--- config.mk ---
export PLATFORM = sky130hd
export DESIGN_NAME = mshr_file
export DESIGN_NICKNAME = d
export VERILOG_FILES = /design/src/rtl/mshr_pkg.sv /design/src/rtl/mshr_entry.sv /design/src/rtl/mshr_lookup.sv /design/src/rtl/mshr_alloc.sv /design/src/rtl/mshr_file.sv
export SDC_FILE = /design/constraint.sdc
export NUM_CORES = 1
export LEC_CHECK = 0
export BUFFER_PORTS_ARGS = -buffer_cell sky130_fd_sc_hd__buf_4
export CORE_MARGIN = 5
export CORE_UTILIZATION = 57
export CTS_CLUSTER_DIAMETER = 30
export CTS_CLUSTER_SIZE = 40
export DETAILED_ROUTE_END_ITERATION = 16
export MAX_ROUTING_LAYER = met4
export PLACE_DENSITY = 0.86
export SYNTH_ARGS = -nofsm -noshare
export SYNTH_HDL_FRONTEND = slang
export SYNTH_SLANG_ARGS = --single-unit
--- constraint.sdc ---
create_clock -name clk -period 6.6 [get_ports clk]
set_clock_uncertainty 0.2 [all_clocks]
set_input_delay 1.98 -clock clk [delete_from_list [all_inputs] [get_ports clk]]
set_output_delay 1.98 -clock clk [all_outputs]
set_load 0.02 [all_outputs]
--- src/rtl/mshr_pkg.sv ---
package mshr_pkg;

  typedef enum logic [1:0] {
    UPD_NONE  = 2'd0,
    UPD_STACK = 2'd1,
    UPD_WRITE = 2'd2,
    UPD_DROP  = 2'd3
  } upd_op_e;

  typedef struct packed {
    logic partial;
    logic total;
    logic instack;
    logic asked;
  } pm_status_t;

endpackage

--- src/rtl/mshr_entry.sv ---
module mshr_entry
  import mshr_pkg::*;
#(
  parameter int WORDS = 4,
  parameter int BYTES = 4,
  parameter int ID_W  = 4,
  parameter int BLK_W = 14,
  parameter int CBA_W = 6,
  localparam int OFF_W = (WORDS > 1) ? $clog2(WORDS) : 1,
  localparam int CNT_W = OFF_W
) (
  input  logic                             clk,
  input  logic                             rst,
  input  logic                             alloc_en,
  input  logic [BLK_W-1:0]                 alloc_blk,
  input  logic [CBA_W-1:0]                 alloc_cba,
  input  logic [OFF_W-1:0]                 alloc_word,
  input  logic [ID_W-1:0]                  alloc_id,
  input  logic                             alloc_ask,
  input  logic                             alloc_wr,
  input  logic [BYTES-1:0]                 alloc_be,
  input  logic                             mark_obs,
  input  logic                             purge,
  input  logic                             ask_en,
  input  logic [OFF_W-1:0]                 ask_word,
  input  logic [ID_W-1:0]                  ask_id,
  input  logic                             wmask_en,
  input  logic [OFF_W-1:0]                 wmask_word,
  input  logic [BYTES-1:0]                 wmask_be,
  input  logic                             upd_en,
  input  upd_op_e                          upd_op,
  input  logic [OFF_W-1:0]                 upd_word,
  input  logic                             diag_set,
  input  logic                             diag_clr,
  output logic                             valid_o,
  output logic                             obs_o,
  output logic [BLK_W-1:0]                 blk_o,
  output logic [CBA_W-1:0]                 cba_o,
  output logic [WORDS-1:0]                 send_o,
  output logic [WORDS-1:0]                 stack_o,
  output logic [WORDS-1:0][BYTES-1:0]      pw_o,
  output logic [WORDS-1:0][ID_W-1:0]       id_o
);

  localparam logic [CNT_W-1:0] LAST = CNT_W'(WORDS - 1);

  logic                        valid_q, obs_q;
  logic [BLK_W-1:0]            blk_q;
  logic [CBA_W-1:0]            cba_q;
  logic [WORDS-1:0]            send_q, stack_q;
  logic [WORDS-1:0][BYTES-1:0] pw_q;
  logic [WORDS-1:0][ID_W-1:0]  id_q;
  logic [CNT_W-1:0]            cnt_q;
  logic                        counts;

  assign counts = upd_en && (upd_op == UPD_WRITE || upd_op == UPD_DROP);

  always_ff @(posedge clk) begin
    if (rst) begin
      valid_q <= 1'b0;
      obs_q   <= 1'b0;
      blk_q   <= '0;
      cba_q   <= '0;
      send_q  <= '0;
      stack_q <= '0;
      pw_q    <= '0;
      id_q    <= '0;
      cnt_q   <= '0;
    end else begin
      if (alloc_en) begin
        valid_q <= 1'b1;
        obs_q   <= 1'b0;
        blk_q   <= alloc_blk;
        cba_q   <= alloc_cba;
        send_q  <= '0;
        stack_q <= '0;
        pw_q    <= '0;
        id_q    <= '0;
        cnt_q   <= '0;
        if (alloc_ask) begin
          send_q[alloc_word] <= 1'b1;
          id_q[alloc_word]   <= alloc_id;
        end
        if (alloc_wr) pw_q[alloc_word] <= alloc_be;
      end else begin
        if (mark_obs) obs_q <= 1'b1;
        if (ask_en) begin
          send_q[ask_word] <= 1'b1;
          id_q[ask_word]   <= ask_id;
        end
        if (wmask_en) pw_q[wmask_word] <= pw_q[wmask_word] | wmask_be;
        if (purge) pw_q <= '1;
        if (upd_en && upd_op == UPD_STACK) begin
          stack_q[upd_word] <= 1'b1;
          send_q[upd_word]  <= 1'b0;
        end
        if (upd_en && upd_op == UPD_WRITE) begin
          stack_q[upd_word] <= 1'b0;
          pw_q[upd_word]    <= '1;
        end
        if (counts) begin
          if (cnt_q == LAST) begin
            valid_q <= 1'b0;
            cnt_q   <= '0;
          end else begin
            cnt_q <= cnt_q + 1'b1;
          end
        end
      end
      if (diag_set) valid_q <= 1'b1;
      if (diag_clr) valid_q <= 1'b0;
    end
  end

  assign valid_o = valid_q;
  assign obs_o   = obs_q;
  assign blk_o   = blk_q;
  assign cba_o   = cba_q;
  assign send_o  = send_q;
  assign stack_o = stack_q;
  assign pw_o    = pw_q;
  assign id_o    = id_q;

  // a fresh allocation starts live, current and with nothing stacked
  p_alloc_init_r4: assert property (@(posedge clk) disable iff (rst)
    alloc_en && !diag_clr |=> valid_q && !obs_q && stack_q == '0);

  // a purged entry reports every word as fully overwritten
  p_purge_r6: assert property (@(posedge clk) disable iff (rst)
    purge && !alloc_en |=> &pw_q);

  // obsolete stays set until the entry is handed out again
  p_obs_sticky_r7: assert property (@(posedge clk) disable iff (rst)
    obs_q && !alloc_en |=> obs_q);

  // a stacked word no longer waits to be sent
  p_stack_send_r10: assert property (@(posedge clk) disable iff (rst)
    upd_en && upd_op == UPD_STACK && !alloc_en |=> !send_q[$past(upd_word)]);

  // the last counted word frees the entry
  p_retire_r10: assert property (@(posedge clk) disable iff (rst)
    counts && cnt_q == LAST && !alloc_en && !diag_set |=> !valid_q);

endmodule

--- src/rtl/mshr_lookup.sv ---
module mshr_lookup
  import mshr_pkg::*;
#(
  parameter int N_ENT = 4,
  parameter int WORDS = 4,
  parameter int BYTES = 4,
  parameter int BLK_W = 14,
  localparam int OFF_W = (WORDS > 1) ? $clog2(WORDS) : 1,
  localparam int IDX_W = (N_ENT > 1) ? $clog2(N_ENT) : 1
) (
  input  logic                                 clk,
  input  logic                                 rst,
  input  logic                                 active,
  input  logic [BLK_W-1:0]                     req_blk,
  input  logic [OFF_W-1:0]                     req_word,
  input  logic [N_ENT-1:0]                     valid,
  input  logic [N_ENT-1:0]                     obs,
  input  logic [N_ENT-1:0][BLK_W-1:0]          blk,
  input  logic [N_ENT-1:0][WORDS-1:0]          send,
  input  logic [N_ENT-1:0][WORDS-1:0]          stack,
  input  logic [N_ENT-1:0][WORDS-1:0][BYTES-1:0] pw,
  input  logic                                 upd_valid,
  input  upd_op_e                              upd_op,
  input  logic [IDX_W-1:0]                     upd_entry,
  input  logic [OFF_W-1:0]                     upd_word,
  output logic [N_ENT-1:0]                     match,
  output logic                                 hit,
  output logic [IDX_W-1:0]                     hit_idx,
  output logic                                 multi,
  output pm_status_t                           status
);

  logic [BYTES-1:0] code;
  logic             fwd;

  for (genvar g = 0; g < N_ENT; g++) begin : g_cmp
    assign match[g] = valid[g] && !obs[g] && (blk[g] == req_blk);
  end

  always_comb begin
    hit_idx = '0;
    for (int i = N_ENT - 1; i >= 0; i--) begin
      if (match[i]) hit_idx = IDX_W'(i);
    end
  end

  assign hit   = active && (match != '0);
  assign multi = active && ((match & (match - 1'b1)) != '0);
  assign code  = pw[hit_idx][req_word];
  assign fwd   = upd_valid && upd_op == UPD_STACK &&
                 upd_entry == hit_idx && upd_word == req_word;

  always_comb begin
    status = '0;
    if (hit) begin
      status.partial = code != '0;
      status.total   = &code;
      status.instack = stack[hit_idx][req_word] || fwd;
      status.asked   = send[hit_idx][req_word];
    end
  end

  // the reported entry is live and current
  p_hit_live_r7: assert property (@(posedge clk) disable iff (rst)
    hit |-> valid[hit_idx] && !obs[hit_idx]);

  // flags only accompany a previous-miss hit
  p_flags_gated_r3: assert property (@(posedge clk) disable iff (rst)
    !hit |-> status == '0);

endmodule

--- src/rtl/mshr_alloc.sv ---
module mshr_alloc #(
  parameter int N_ENT = 4,
  localparam int IDX_W = (N_ENT > 1) ? $clog2(N_ENT) : 1
) (
  input  logic             clk,
  input  logic             rst,
  input  logic [N_ENT-1:0] valid,
  output logic             free_any,
  output logic [IDX_W-1:0] free_idx
);

  always_comb begin
    free_idx = '0;
    for (int i = N_ENT - 1; i >= 0; i--) begin
      if (!valid[i]) free_idx = IDX_W'(i);
    end
  end

  assign free_any = !(&valid);

  // the offered entry is really free
  p_free_ok_r4: assert property (@(posedge clk) disable iff (rst)
    free_any |-> !valid[free_idx]);

endmodule

--- src/rtl/mshr_file.sv ---
module mshr_file
  import mshr_pkg::*;
#(
  parameter int N_ENT  = 4,
  parameter int WORDS  = 4,
  parameter int BYTES  = 4,
  parameter int ADDR_W = 16,
  parameter int CBA_W  = 6,
  parameter int ID_W   = 4,
  localparam int OFF_W = (WORDS > 1) ? $clog2(WORDS) : 1,
  localparam int BLK_W = ADDR_W - OFF_W,
  localparam int IDX_W = (N_ENT > 1) ? $clog2(N_ENT) : 1
) (
  input  logic              clk,
  input  logic              rst,
  input  logic              req_valid,
  output logic              req_ready,
  input  logic [ADDR_W-1:0] req_addr,
  input  logic [CBA_W-1:0]  req_cba,
  input  logic [ID_W-1:0]   req_id,
  input  logic              req_miss,
  input  logic              req_pref,
  input  logic              req_wr,
  input  logic [BYTES-1:0]  req_be,
  output logic              pm_hit,
  output logic [IDX_W-1:0]  pm_entry,
  output logic              pm_partial,
  output logic              pm_total,
  output logic              pm_instack,
  output logic              pm_asked,
  output logic              pm_multi,
  input  logic              upd_valid,
  input  logic [1:0]        upd_op,
  input  logic [IDX_W-1:0]  upd_entry,
  input  logic [OFF_W-1:0]  upd_word,
  output logic              upd_send,
  output logic [ID_W-1:0]   upd_id,
  output logic [CBA_W-1:0]  upd_cba,
  output logic              upd_discard,
  output logic              upd_err,
  input  logic [N_ENT-1:0]  diag_set,
  input  logic [N_ENT-1:0]  diag_clr
);

  logic [N_ENT-1:0]                        e_valid, e_obs;
  logic [N_ENT-1:0][BLK_W-1:0]             e_blk;
  logic [N_ENT-1:0][CBA_W-1:0]             e_cba;
  logic [N_ENT-1:0][WORDS-1:0]             e_send, e_stack;
  logic [N_ENT-1:0][WORDS-1:0][BYTES-1:0]  e_pw;
  logic [N_ENT-1:0][WORDS-1:0][ID_W-1:0]   e_id;

  logic [BLK_W-1:0] req_blk;
  logic [OFF_W-1:0] req_word;
  upd_op_e          op;
  logic             fire, do_alloc, use_hit, ask_ok;
  logic             free_any;
  logic [IDX_W-1:0] free_idx;
  logic [N_ENT-1:0] match, alloc_vec, obs_vec, purge_vec, ask_vec, wm_vec, upd_vec;
  pm_status_t       st;

  assign req_blk  = req_addr[ADDR_W-1:OFF_W];
  assign req_word = req_addr[OFF_W-1:0];
  assign op       = upd_op_e'(upd_op);

  mshr_alloc #(.N_ENT(N_ENT)) u_alloc (
    .clk(clk), .rst(rst), .valid(e_valid),
    .free_any(free_any), .free_idx(free_idx)
  );

  mshr_lookup #(.N_ENT(N_ENT), .WORDS(WORDS), .BYTES(BYTES), .BLK_W(BLK_W)) u_look (
    .clk(clk), .rst(rst), .active(req_valid),
    .req_blk(req_blk), .req_word(req_word),
    .valid(e_valid), .obs(e_obs), .blk(e_blk),
    .send(e_send), .stack(e_stack), .pw(e_pw),
    .upd_valid(upd_valid), .upd_op(op), .upd_entry(upd_entry), .upd_word(upd_word),
    .match(match), .hit(pm_hit), .hit_idx(pm_entry), .multi(pm_multi), .status(st)
  );

  assign pm_partial = st.partial;
  assign pm_total   = st.total;
  assign pm_instack = st.instack;
  assign pm_asked   = st.asked;

  assign req_ready = !req_miss || free_any;
  assign fire      = req_valid && req_ready;
  assign do_alloc  = fire && req_miss;
  assign use_hit   = fire && !req_miss && pm_hit && !pm_multi;
  assign ask_ok    = !req_wr && !req_pref && !st.asked && !st.instack && !st.total;

  for (genvar g = 0; g < N_ENT; g++) begin : g_ent
    assign alloc_vec[g] = do_alloc && free_idx == IDX_W'(g);
    assign obs_vec[g]   = do_alloc && match[g];
    assign purge_vec[g] = do_alloc && e_valid[g] && e_cba[g] == req_cba;
    assign ask_vec[g]   = use_hit && pm_entry == IDX_W'(g) && ask_ok;
    assign wm_vec[g]    = use_hit && pm_entry == IDX_W'(g) && req_wr;
    assign upd_vec[g]   = upd_valid && upd_entry == IDX_W'(g);

    mshr_entry #(
      .WORDS(WORDS), .BYTES(BYTES), .ID_W(ID_W), .BLK_W(BLK_W), .CBA_W(CBA_W)
    ) u_ent (
      .clk(clk), .rst(rst),
      .alloc_en(alloc_vec[g]), .alloc_blk(req_blk), .alloc_cba(req_cba),
      .alloc_word(req_word), .alloc_id(req_id),
      .alloc_ask(!req_wr && !req_pref), .alloc_wr(req_wr), .alloc_be(req_be),
      .mark_obs(obs_vec[g]), .purge(purge_vec[g]),
      .ask_en(ask_vec[g]), .ask_word(req_word), .ask_id(req_id),
      .wmask_en(wm_vec[g]), .wmask_word(req_word), .wmask_be(req_be),
      .upd_en(upd_vec[g]), .upd_op(op), .upd_word(upd_word),
      .diag_set(diag_set[g]), .diag_clr(diag_clr[g]),
      .valid_o(e_valid[g]), .obs_o(e_obs[g]), .blk_o(e_blk[g]), .cba_o(e_cba[g]),
      .send_o(e_send[g]), .stack_o(e_stack[g]), .pw_o(e_pw[g]), .id_o(e_id[g])
    );
  end

  assign upd_send    = e_send[upd_entry][upd_word];
  assign upd_id      = e_id[upd_entry][upd_word];
  assign upd_cba     = e_cba[upd_entry];
  assign upd_discard = e_obs[upd_entry] || (&e_pw[upd_entry][upd_word]);
  assign upd_err     = upd_valid && !e_valid[upd_entry];

  // back-pressure only for a miss with every entry taken
  p_stall_r1: assert property (@(posedge clk) disable iff (rst)
    req_valid && !req_ready |-> req_miss && (&e_valid));

  // at most one entry is handed out per cycle
  p_one_alloc_r4: assert property (@(posedge clk) disable iff (rst)
    $onehot0(alloc_vec));

  // a word caught while being stacked is not marked as requested
  p_fwd_r12: assert property (@(posedge clk) disable iff (rst)
    use_hit && upd_valid && op == UPD_STACK && upd_entry == pm_entry &&
    upd_word == req_word && diag_clr == '0
    |=> !e_send[$past(pm_entry)][$past(req_word)]);

endmodule

# Word-level counts from Yosys, hierarchy flattened
# Cells that the tools add are included.
[totals]
word_cells = 398
in_bits = 51
ff_bits = 256
output_inout_bits = 22
[classes]
eq_ne = 26
bitwise_logic = 28
n_addsub = 5
n_lt_le_gt_ge = 6
reduce_logical = 119
mux = 154
[ops]
columns = ["op", "count"]
rows = [
  ["16-bit two-way mux", 37],
  ["4-bit two-way mux", 50],
  ["16-bit bitwise mux", 8],
  ["16-bit binary-select mux with 2-bit select", 3],
  ["4-bit binary-select mux with 2-bit select", 10],
  ["1-bit logical AND", 69],
  ["16-bit bitwise OR", 4],
  ["14-bit == test", 4],
  ["4-bit bitwise OR", 12],
  ["4-bit AND", 9],
  ["16-bit AND", 2],
  ["2-bit == test (second input constant)", 12],
  ["6-bit == test", 4],
  ["2-bit two-way mux", 12],
  ["3-bit nonzero test", 8],
  ["1-bit two-way mux", 23],
  ["4-bit demux with 2-bit select", 2],
  ["2-bit OR reduction", 8],
  ["1-bit zero test", 13],
  ["6-bit binary-select mux with 2-bit select", 1],
  ["2-bit by 3-bit < comparator with 1-bit output (second input constant)", 4],
  ["4-bit AND reduction", 3],
  ["4-bit nonzero test", 3],
  ["1-bit binary-select mux with 2-bit select", 5],
  ["12 further kinds", 32],
]

# Longest topological paths before layout
# Gate-level depths: netlist (run 1).
[logic_depth]
depth_word = 24
mapped_depth = 15
depth_no_buf = 12

# Modules after synthesis
# Synthesis (run 1) repeated with hierarchy kept, for this count alone.
[hier_totals]
hier_cells = 1657
hier_area_um2 = 15228.4
[by_module_without_submodules]
columns = ["mod", "area_each_um2", "n_inst", "cells_per_inst", "seq_area_each_um2"]
rows = [
  ["mshr_entry (g_ent[0].u_ent ...)", 3017.9, 3, 315, 1281.2],
  ["mshr_entry (g_ent[3].u_ent)", 2826.5, 1, 314, 1281.2],
  ["mshr_lookup", 1725.4, 1, 232, 0.0],
  ["mshr_file", 1594.0, 1, 161, 0.0],
  ["mshr_alloc", 28.8, 1, 5, 0.0],
]

# Worst setup path after synthesis (run 1)
# OpenSTA, ideal clock, no wires.
[synth_timing]
path_type = "input -> output"
start = "input req_addr[2]"
end = "output pm_instack"
path_slack_ps = -489
n_path_buf = 3
cell_stages = 10
t_required_ps = 4420
arrival_ps = 4909
path_cell_list = "clkbuf_1 > xnor2_1 > nand4_1 > or4_1 > clkbuf_1 > a21oi_4 > mux2i_1 > a211oi_4 > buf_12 > a21o_1"
[synth_between]
elab_chain_len = 12
word_cells_on_any_way = 23
cone_classes = "eq/ne (5); mux (9); reduce/logical (9)"
[synth_rtl]
columns = ["element", "line_no", "text"]
rows = [
  ["start, declared", "mshr_file.sv:18", "input logic [ADDR_W-1:0] req_addr,"],
  ["14-bit == test", "mshr_lookup.sv:37", "assign match[g] = valid[g] && !obs[g] && (blk[g] == req_blk);"],
  ["1-bit logical AND", "mshr_lookup.sv:37", ""],
  ["2-bit two-way mux (3 in a row)", "mshr_lookup.sv:43", "if (match[i]) hit_idx = IDX_W'(i);"],
  ["2-bit two-way mux (*)", "mshr_lookup.sv:43", ""],
  ["net pm_entry[0]", "mshr_file.sv:26", "output logic [IDX_W-1:0] pm_entry,"],
  ["4-bit binary-select mux with 2-bit select", "mshr_lookup.sv:58", "status.instack = stack[hit_idx][req_word] || fwd;"],
  ["4-bit two-way mux (not written as such)", "mshr_lookup.sv:58", ""],
  ["1-bit binary-select mux with 2-bit select", "mshr_lookup.sv:58", ""],
  ["1-bit two-way mux (not written as such)", "mshr_lookup.sv:58", ""],
  ["1-bit logical OR (*)", "mshr_lookup.sv:58", ""],
  ["4-bit two-way mux (*)", "mshr_lookup.sv:55", "if (hit) begin"],
  ["end, declared", "mshr_file.sv:29", "output logic pm_instack,"],
]
# Mark *: on every way through the listed nets, which the timed path passes. The rest lies on a longest branch. The select of a mux whose other input is x is not followed.

# Final worst setup path (run 1)
[layout_timing]
start = "input req_addr[11]"
end = "output pm_total"
[layout_between]
elab_chain_len = 12
word_cells_on_any_way = 20
cone_classes = "eq/ne (4); mux (9); reduce/logical (7)"
[layout_rtl]
columns = ["element", "line_no", "text"]
rows = [
  ["14-bit == test", "mshr_lookup.sv:37", ""],
  ["1-bit logical AND", "mshr_lookup.sv:37", ""],
  ["2-bit two-way mux (4 in a row)", "mshr_lookup.sv:43", ""],
  ["16-bit binary-select mux with 2-bit select", "mshr_lookup.sv:49", "assign code = pw[hit_idx][req_word];"],
  ["16-bit two-way mux (not written as such)", "mshr_lookup.sv:49", ""],
  ["4-bit binary-select mux with 2-bit select", "mshr_lookup.sv:49", ""],
  ["4-bit two-way mux (not written as such)", "mshr_lookup.sv:49", ""],
  ["4-bit AND reduction", "mshr_lookup.sv:57", "status.total = &code;"],
  ["4-bit two-way mux (*)", "mshr_lookup.sv:55", ""],
  ["end, declared", "mshr_file.sv:28", "output logic pm_total,"],
]
# Every way passes the cells marked *; elsewhere a longest branch is shown, timed or not. The select of a mux whose other input is x is not followed.

==> flow_metrics.tcl, run 1 <==
set metrics [dict create \
    ios 73 \
    syn_area_um2 15500 \
    min_period_over_period_pct 105 \
    syn_to_final_growth_pct 27.3 \
    cts.htree.levels 2 \
    violations "negative setup slack" \
    period_needed_ns 6.95 \
    mostFrequentLayoutCell "nand2_1" \
    syn_nets 1818 \
    grt_first_pass_wirelength_um 90500 \
    syn-instance-count 1763 \
    routedWlPerCell_um 25.9 \
    hold_start "g_ent[0].u_ent.cnt_q[1]" \
    numPortBuffers 72 \
    gp_congestion 1.06 \
    status "complete, but fails checks" \
    grt_max_degree 118 \
    layout-drive-gt1-share_pct 27.0 \
    clock-sinks 256 \
    critPathRequiredTime_ns 4.42 \
    fmaxAchievable_mhz 144 \
    via_per_inst 6.82 \
    hold_violations 0 \
    cts_made_buffers 59 \
    worst_ir_drop_vdd_uv 274 \
    setup_ws_ns -0.354 \
    core_region_area_um2 26900 \
    grt_pass1_vias 15700 \
    power_density_nw_per_um2 268 \
    drc 0 \
    synthFlopType "dfxtp_1" \
    fin_nets 1959 \
    worstSkewPairLatency_ns 0.58 \
    synth_seq_area_share_pct 33.0 \
    r2r_start "g_ent[3].u_ent.valid_o" \
    critPathKind "in -> out" \
    clkTransAtPathRegs_ns 0.05 \
    crit_path_start_kind "primary input" \
    ys_ff_latch 256 \
    dp_hpwl_um 39400 \
    holdWs_ns 0.261 \
    avgSynthCellArea_um2 8.80 \
    cap_violations 0 \
    yosysWarnings 0 \
    maxSlewHeadroom_pct 22.2 \
    fin_cells 2294 \
    vias 15700 \
    grt_usage_pct 38.5 \
    cp-startpoint "req_addr[11]" \
    dr.first_iter.drc_count 2268 \
    async_flop_share_pct 0 \
    ys_types 82 \
    cts-root-buf "clkbuf_16" \
    cp_max_fo 8 \
    setup_viol 5 \
    ctsHoldBuffers 0 \
    start_util_pct 57.7 \
    die_y_um 175 \
    cts_tree "yes" \
    synth_edf_count 0 \
    placed_cells 2157 \
    die-area_um2 30600 \
    ant_nets 0 \
    antenna_found_initial 1 \
    arrival_ns 4.77 \
    drtPass1Iterations 6 \
    p_leak_nw 7.24 \
    fillers 1791 \
    min_path_type "reg -> reg" \
    total_power_mw 5.30 \
    routed_wl_um 59500 \
    worstMarginPinSlew_ns 1.17 \
    cts.path.max_buffers 3 \
    grt_overflow 0 \
    die_w_um 175 \
    rsz0062_at_grt "yes" \
    final_cell_mix "nand2_1 (294), dfxtp_1 (256), buf_4 (200)" \
    endpoint_kind "output pin" \
    slew_viol_final 0 \
    rows 60 \
    num_antenna_cells 0 \
]
## report_power, final
group	internal, mW	switching (mW)	total [mW]
logic	0.159	0.255	0.414
registers	1.58	0.0317	1.61
clock network	2.32	0.960	3.28
total	4.05	1.25	5.30
## cell usage after synthesis, types with 11 or more instances
cell type  instances  area share, %
nand4_1           47            1.9
mux4_2            52            7.5
buf_2             11           0.35
o221ai_1          12           0.68
dfxtp_1          256             33
xnor2_1           57            3.2
buf_1             13           0.31
xor2_1            26            1.5
nand2b_1          82            3.3
a221oi_1          57            3.2
nor3_1            30           0.97
o32ai_1           13           0.73
nor2_4            16            1.2
and2_1            14           0.56
nand3_1           37            1.2
inv_1             12           0.29
nand2_1          295            7.1
clkbuf_1         107            2.6
mux2i_1          135            8.7
nor2_1           118            2.9
o21ai_0           20           0.65
nor4_1            13           0.52
or2_2             23           0.93
a21oi_1          141            4.5
## registers in the layout, indices dropped and copies added (netlist names), named ones only
name and count:
g_ent.u_ent.send_o 16, g_ent.u_ent.cnt_q 8, g_ent.u_ent.obs_o 4, g_ent.u_ent.stack_o 4, g_ent.u_ent.blk_o 56, g_ent.u_ent.cba_o 24
g_ent.u_ent.id_o 64, g_ent.u_ent.pw_o 64, g_ent.u_ent.valid_o 4
## cells by family (layout without fill, tap and decap cells)
logic type	Yosys count	in the layout	share of synthesized area, %
AO/OA/AOI/OAI	350	350	17.7
XOR/XNOR	84	84	4.79
adder cells (fa/ha/maj)	4	4	0.323
buffers and inverters	154	344	4.36
flip-flops	256	256	33.0
multiplexers	189	189	16.4
AND/OR/NAND/NOR	726	726	23.4
## worst max-delay path, stage by stage
cell,delay (ns)
buf_8,0.11
buf_4,0.16
xnor2_2,0.17
nand4_1,0.22
buf_4,0.20
or4_4,0.51
a31oi_4,0.23
buf_12,0.16
buf_8,0.13
o221ai_2,0.10
a21oi_1,0.13
or4_4,0.16
nand4_1,0.16
buf_12,0.20
clkinv_4,0.04
buf_6,0.10
## path summary, 6_finish.rpt
kind,end,slack (ns),cells past startpoint
worst max-delay path,pm_total,-0.35,16
worst min-delay path,g_ent[0].u_ent.cnt_q[1],0.26,2
worst max register to register,g_ent[0].u_ent.id_o[7],1.88,16
worst min register to register,g_ent[0].u_ent.cnt_q[1],0.26,2
## metal layers
layer | up-vias | global-route usage, % | routed length [um]
li1 | 6685 | - | -
met1 | 7425 | 45.2 | 21100
met2 | 1197 | 60.8 | 27500
met3 | 343 | 7.81 | 6610
met4 | 0 | 23.8 | 4290
met5 | - | - | 0
## through the flow
stage	worst slack (ns)	util, %	instance area (um2)	TNS [ns]
3_3_place_gp	-0.334	63.0	16900	-0.874
5_1_grt	-0.392	73.5	19800	-1.43
6_report	-0.354	73.5	19800	-1.27
3_5_place_dp	-0.373	63.0	16900	-1.06
2_1_floorplan	-0.395	-	15600	-1.10
4_1_cts	-0.249	72.9	19600	-0.601
## what timing repair did
action	CTS	global route
hold endpoints to repair	0	0
buffers inserted	18	9
cloned	0	0
endpoints found under the setup margin	5	5
resized for setup	52	20
pin swaps	33	14
## layout make-up
type | instances | area, um2 | share of cell area (%)
clock buffers | 74 | 1620 | 8.22
well taps | 341 | 427 | 2.16
repair buffers | 221 | 1800 | 9.10
clock inverters | 36 | 614 | 3.11
inverters | 13 | 53.8 | 0.272
flip-flops and latches | 256 | 5120 | 25.9
multi-input cells | 1353 | 10100 | 51.2
Power figures use the tool's default switching activity.
==> run 2: changes to the inputs <==
--- a/config.mk
+++ b/config.mk
@@ -5,6 +5,7 @@
 export SDC_FILE = /design/constraint.sdc
 export NUM_CORES = 1
 export LEC_CHECK = 0
+export ABC_AREA = 1
 export BUFFER_PORTS_ARGS = -buffer_cell sky130_fd_sc_hd__buf_4
 export CORE_MARGIN = 5
 export CORE_UTILIZATION = 57
==> run 2 against run 1 <==
Net effect:
- the flow now finishes without violations
- via count rose by 21%
- clock power down 7.3%
- hold slack worse by 0.0011 ns
- clock-buffer cell count decreased by 3
- first-iteration DRC count increased by 42%
- largest power group unchanged
- wire length rose by 12%
- synthesized cell count up 40%
- utilization is 2.4 points lower
- fmax is 5.6% higher
- cell area down 2.4%
- critical endpoint unchanged
- total power fell by 2.6%
==> flow_metrics.tcl, run 2 <==
set metrics [dict create \
    regArea_um2 5120 \
    syn_area_um2 15800 \
    worstMarginPinSlew_ns 1.41 \
    setup_viol 0 \
    cts_tree "yes" \
    routedWlPerCell_um 22.2 \
    yosysWarnings 0 \
    path_depth 18 \
    avgSynthCellArea_um2 6.39 \
    drc 0 \
    fin_nets 2638 \
    synth_common_cells "nand2_1 (553), nor2_1 (307), inv_1 (281)" \
    antenna_found_initial 1 \
    cts-root-buf "clkbuf_16" \
    worst_ir_drop_vdd_uv 250 \
    fin_cells 3002 \
    dr.first_iter.drc_count 3221 \
    power_density_nw_per_um2 268 \
    endpoint_kind "output pin" \
    ys_types 63 \
    async_flop_share_pct 0 \
    cts_made_buffers 58 \
    routed_wl_um 66700 \
    cts.path.max_buffers 3 \
    fillers 2211 \
    rsz0062_at_grt "yes" \
    cap_violations 0 \
    min_path_cells 2 \
    synth_top_area_share_pct 32.5 \
    path_buf_inv 4 \
    synthFlopType "dfxtp_1" \
    place_area_um2 16900 \
    mostFrequentLayoutCell "nand2_1" \
    fmaxAchievable_mhz 152 \
    maxSlewHeadroom_pct 5.58 \
    grt_pass1_vias 18100 \
    arrival_ns 4.41 \
    cpMaxStageDelayCell "o21ai_2" \
    syn_to_final_growth_pct 22.3 \
    vias 19000 \
    fin_area_um2 19300 \
    dp_hpwl_um 46000 \
    period_needed_ns 6.59 \
    grt_first_pass_wirelength_um 102000 \
    multiInputGateArea_um2 8960 \
    layout-drive-gt1-share_pct 15.4 \
    fin_util_pct 71.1 \
    syn_nets 2521 \
    gp_congestion 1.11 \
    worstSkewPairLatency_ns 0.61 \
    die_y_um 176 \
    drtPass1Iterations 8 \
    grt_overflow 0 \
    ant_nets 0 \
    core_region_area_um2 27100 \
    synth_edf_count 0 \
    synth_seq_area_share_pct 32.5 \
    total_power_mw 5.16 \
    clkTransAtPathRegs_ns 0.05 \
    ys_ff_latch 256 \
    holdWs_ns 0.260 \
    crit_family "simple AND/OR/NAND/NOR gates" \
    min_path_type "reg -> reg" \
    numPortBuffers 72 \
    via_per_inst 6.32 \
    grt_usage_pct 42.7 \
    rows 60 \
    critPathKind "in -> out" \
    die-area_um2 31100 \
    placed_cells 2884 \
    status "finished clean" \
    final_cell_mix "nand2_1 (542), nor2_1 (298), inv_1 (280)" \
    clock-sinks 256 \
    cp_slowest_stage_delay_ns 0.33 \
    grt_max_degree 89 \
    synth_area_leaders "dfxtp_1 (33%), nand2_1 (13%), a21oi_1 (8.8%)" \
    critPathMostFrequentCell "nand2_1" \
    r2r_slack_ns 1.94 \
    critPathRequiredTime_ns 4.42 \
    cp_max_fo 21 \
    hold_violations 0 \
    crit_path_start_kind "primary input" \
    ios 73 \
    yosysMostFrequentCell "nand2_1" \
    syn-instance-count 2466 \
    cts.htree.levels 2 \
    path_cells "buf_4, inv_2, nor2_1, nor2_1, nand2_1, nor2_1, nand2_2, o21ai_2, nand2_8, nand3_1, nand2_1, nand2_1, nand2_1, nor2_2, nand2_1, nor4_2, buf_4, buf_4" \
    min_period_over_period_pct 99.8 \
    p_leak_nw 8.37 \
    start_util_pct 58.1 \
    r2r_cells 19 \
    yosysTopAreaCell "dfxtp_1" \
    slew_viol_final 0 \
    die_w_um 176 \
]
run 2: changes by cell type after synthesis, sizes merged, moves of 129 or more:
cell   change
mux2i    -135
a21oi    +129
nor2     +188
nand2    +274
o21ai    +167
inv      +290
run 2: path summary, 6_finish.rpt:
check / startpoint / endpoint
max: req_addr[2] / pm_total
min: flop / flop
max reg2reg: g_ent[0].u_ent.valid_o / g_ent[0].u_ent.pw_o[12]
min reg2reg: flop / flop
run 2: final cells by class:
cell class              count  share of cell area [%]
multi-input cells        1777                    46.5
flip-flops and latches    256                    26.6
clock buffers              71                    8.20
repair buffers            183                    7.60
inverters                 307                    6.03
clock inverters            35                    2.62
well taps                 372                    2.42
diodes                      1                  0.0130
run 2: timing repair:
action | in CTS | in global routing
hold buffers | 0 | 0
resized for setup | 13 | 18
setup endpoints to repair | 4 | 4
hold endpoints to repair | 0 | 0
gates cloned | 1 | 0
pin swaps | 2 | 10
buffers inserted | 4 | 6
run 2: worst reg2reg max path: stages, from the launching register on:
cell	delay, ns
dfxtp_1	0.53
inv_1	0.21
nor2_1	0.14
nand2_1	0.07
nor2_1	0.08
nand2_1	0.09
nor2_4	0.13
nand2_4	0.09
buf_4	0.16
nand2_4	0.08
buf_4	0.12
o21ai_2	0.15
buf_4	0.23
nor3_1	0.41
and3_1	0.60
nand2_2	0.27
nor2_1	0.55
o21ai_0	0.17
a21oi_1	0.18
a21oi_1	0.07
run 2: stage by stage:
step	worst slack, ns	setup TNS (ns)
floorplan	0.237	0
global placement	-0.343	-0.939
detailed placement	-0.338	-1.03
CTS	0.0153	0
global route	-0.129	-0.251
finish	0.0138	0
run 2: where the power goes:
| part | internal, mW | switching, mW |
|---|---|---|
| Sequential | 1.59 | 0.0308 |
| Clock | 2.05 | 0.987 |
| Combinational | 0.155 | 0.348 |
run 2: layer usage:
metal,GRT usage [%],vias to the layer above,share of wire [%],wire (um)
met1,50.7,8698,36,24000
li1,-,8467,-,-
met5,-,-,0,0
met4,24.5,0,7.2,4770
met3,10.1,353,13,8350
met2,66.4,1466,44,29600
run 2: kinds of logic (layout without fill, tap and decap cells):
family                   count (synthesis)  after routing  share of synthesized area, %
AND/OR/NAND/NOR                       1101           1102                          31.0
AO/OA/AOI/OAI                          660            660                          24.1
flip-flops                             256            256                          32.5
XOR/XNOR                                11             11                         0.659
buffers and inverters                  434            596                          11.4
other                                    0              1                             0
adder cells (fa/ha/maj)                  4              4                         0.318
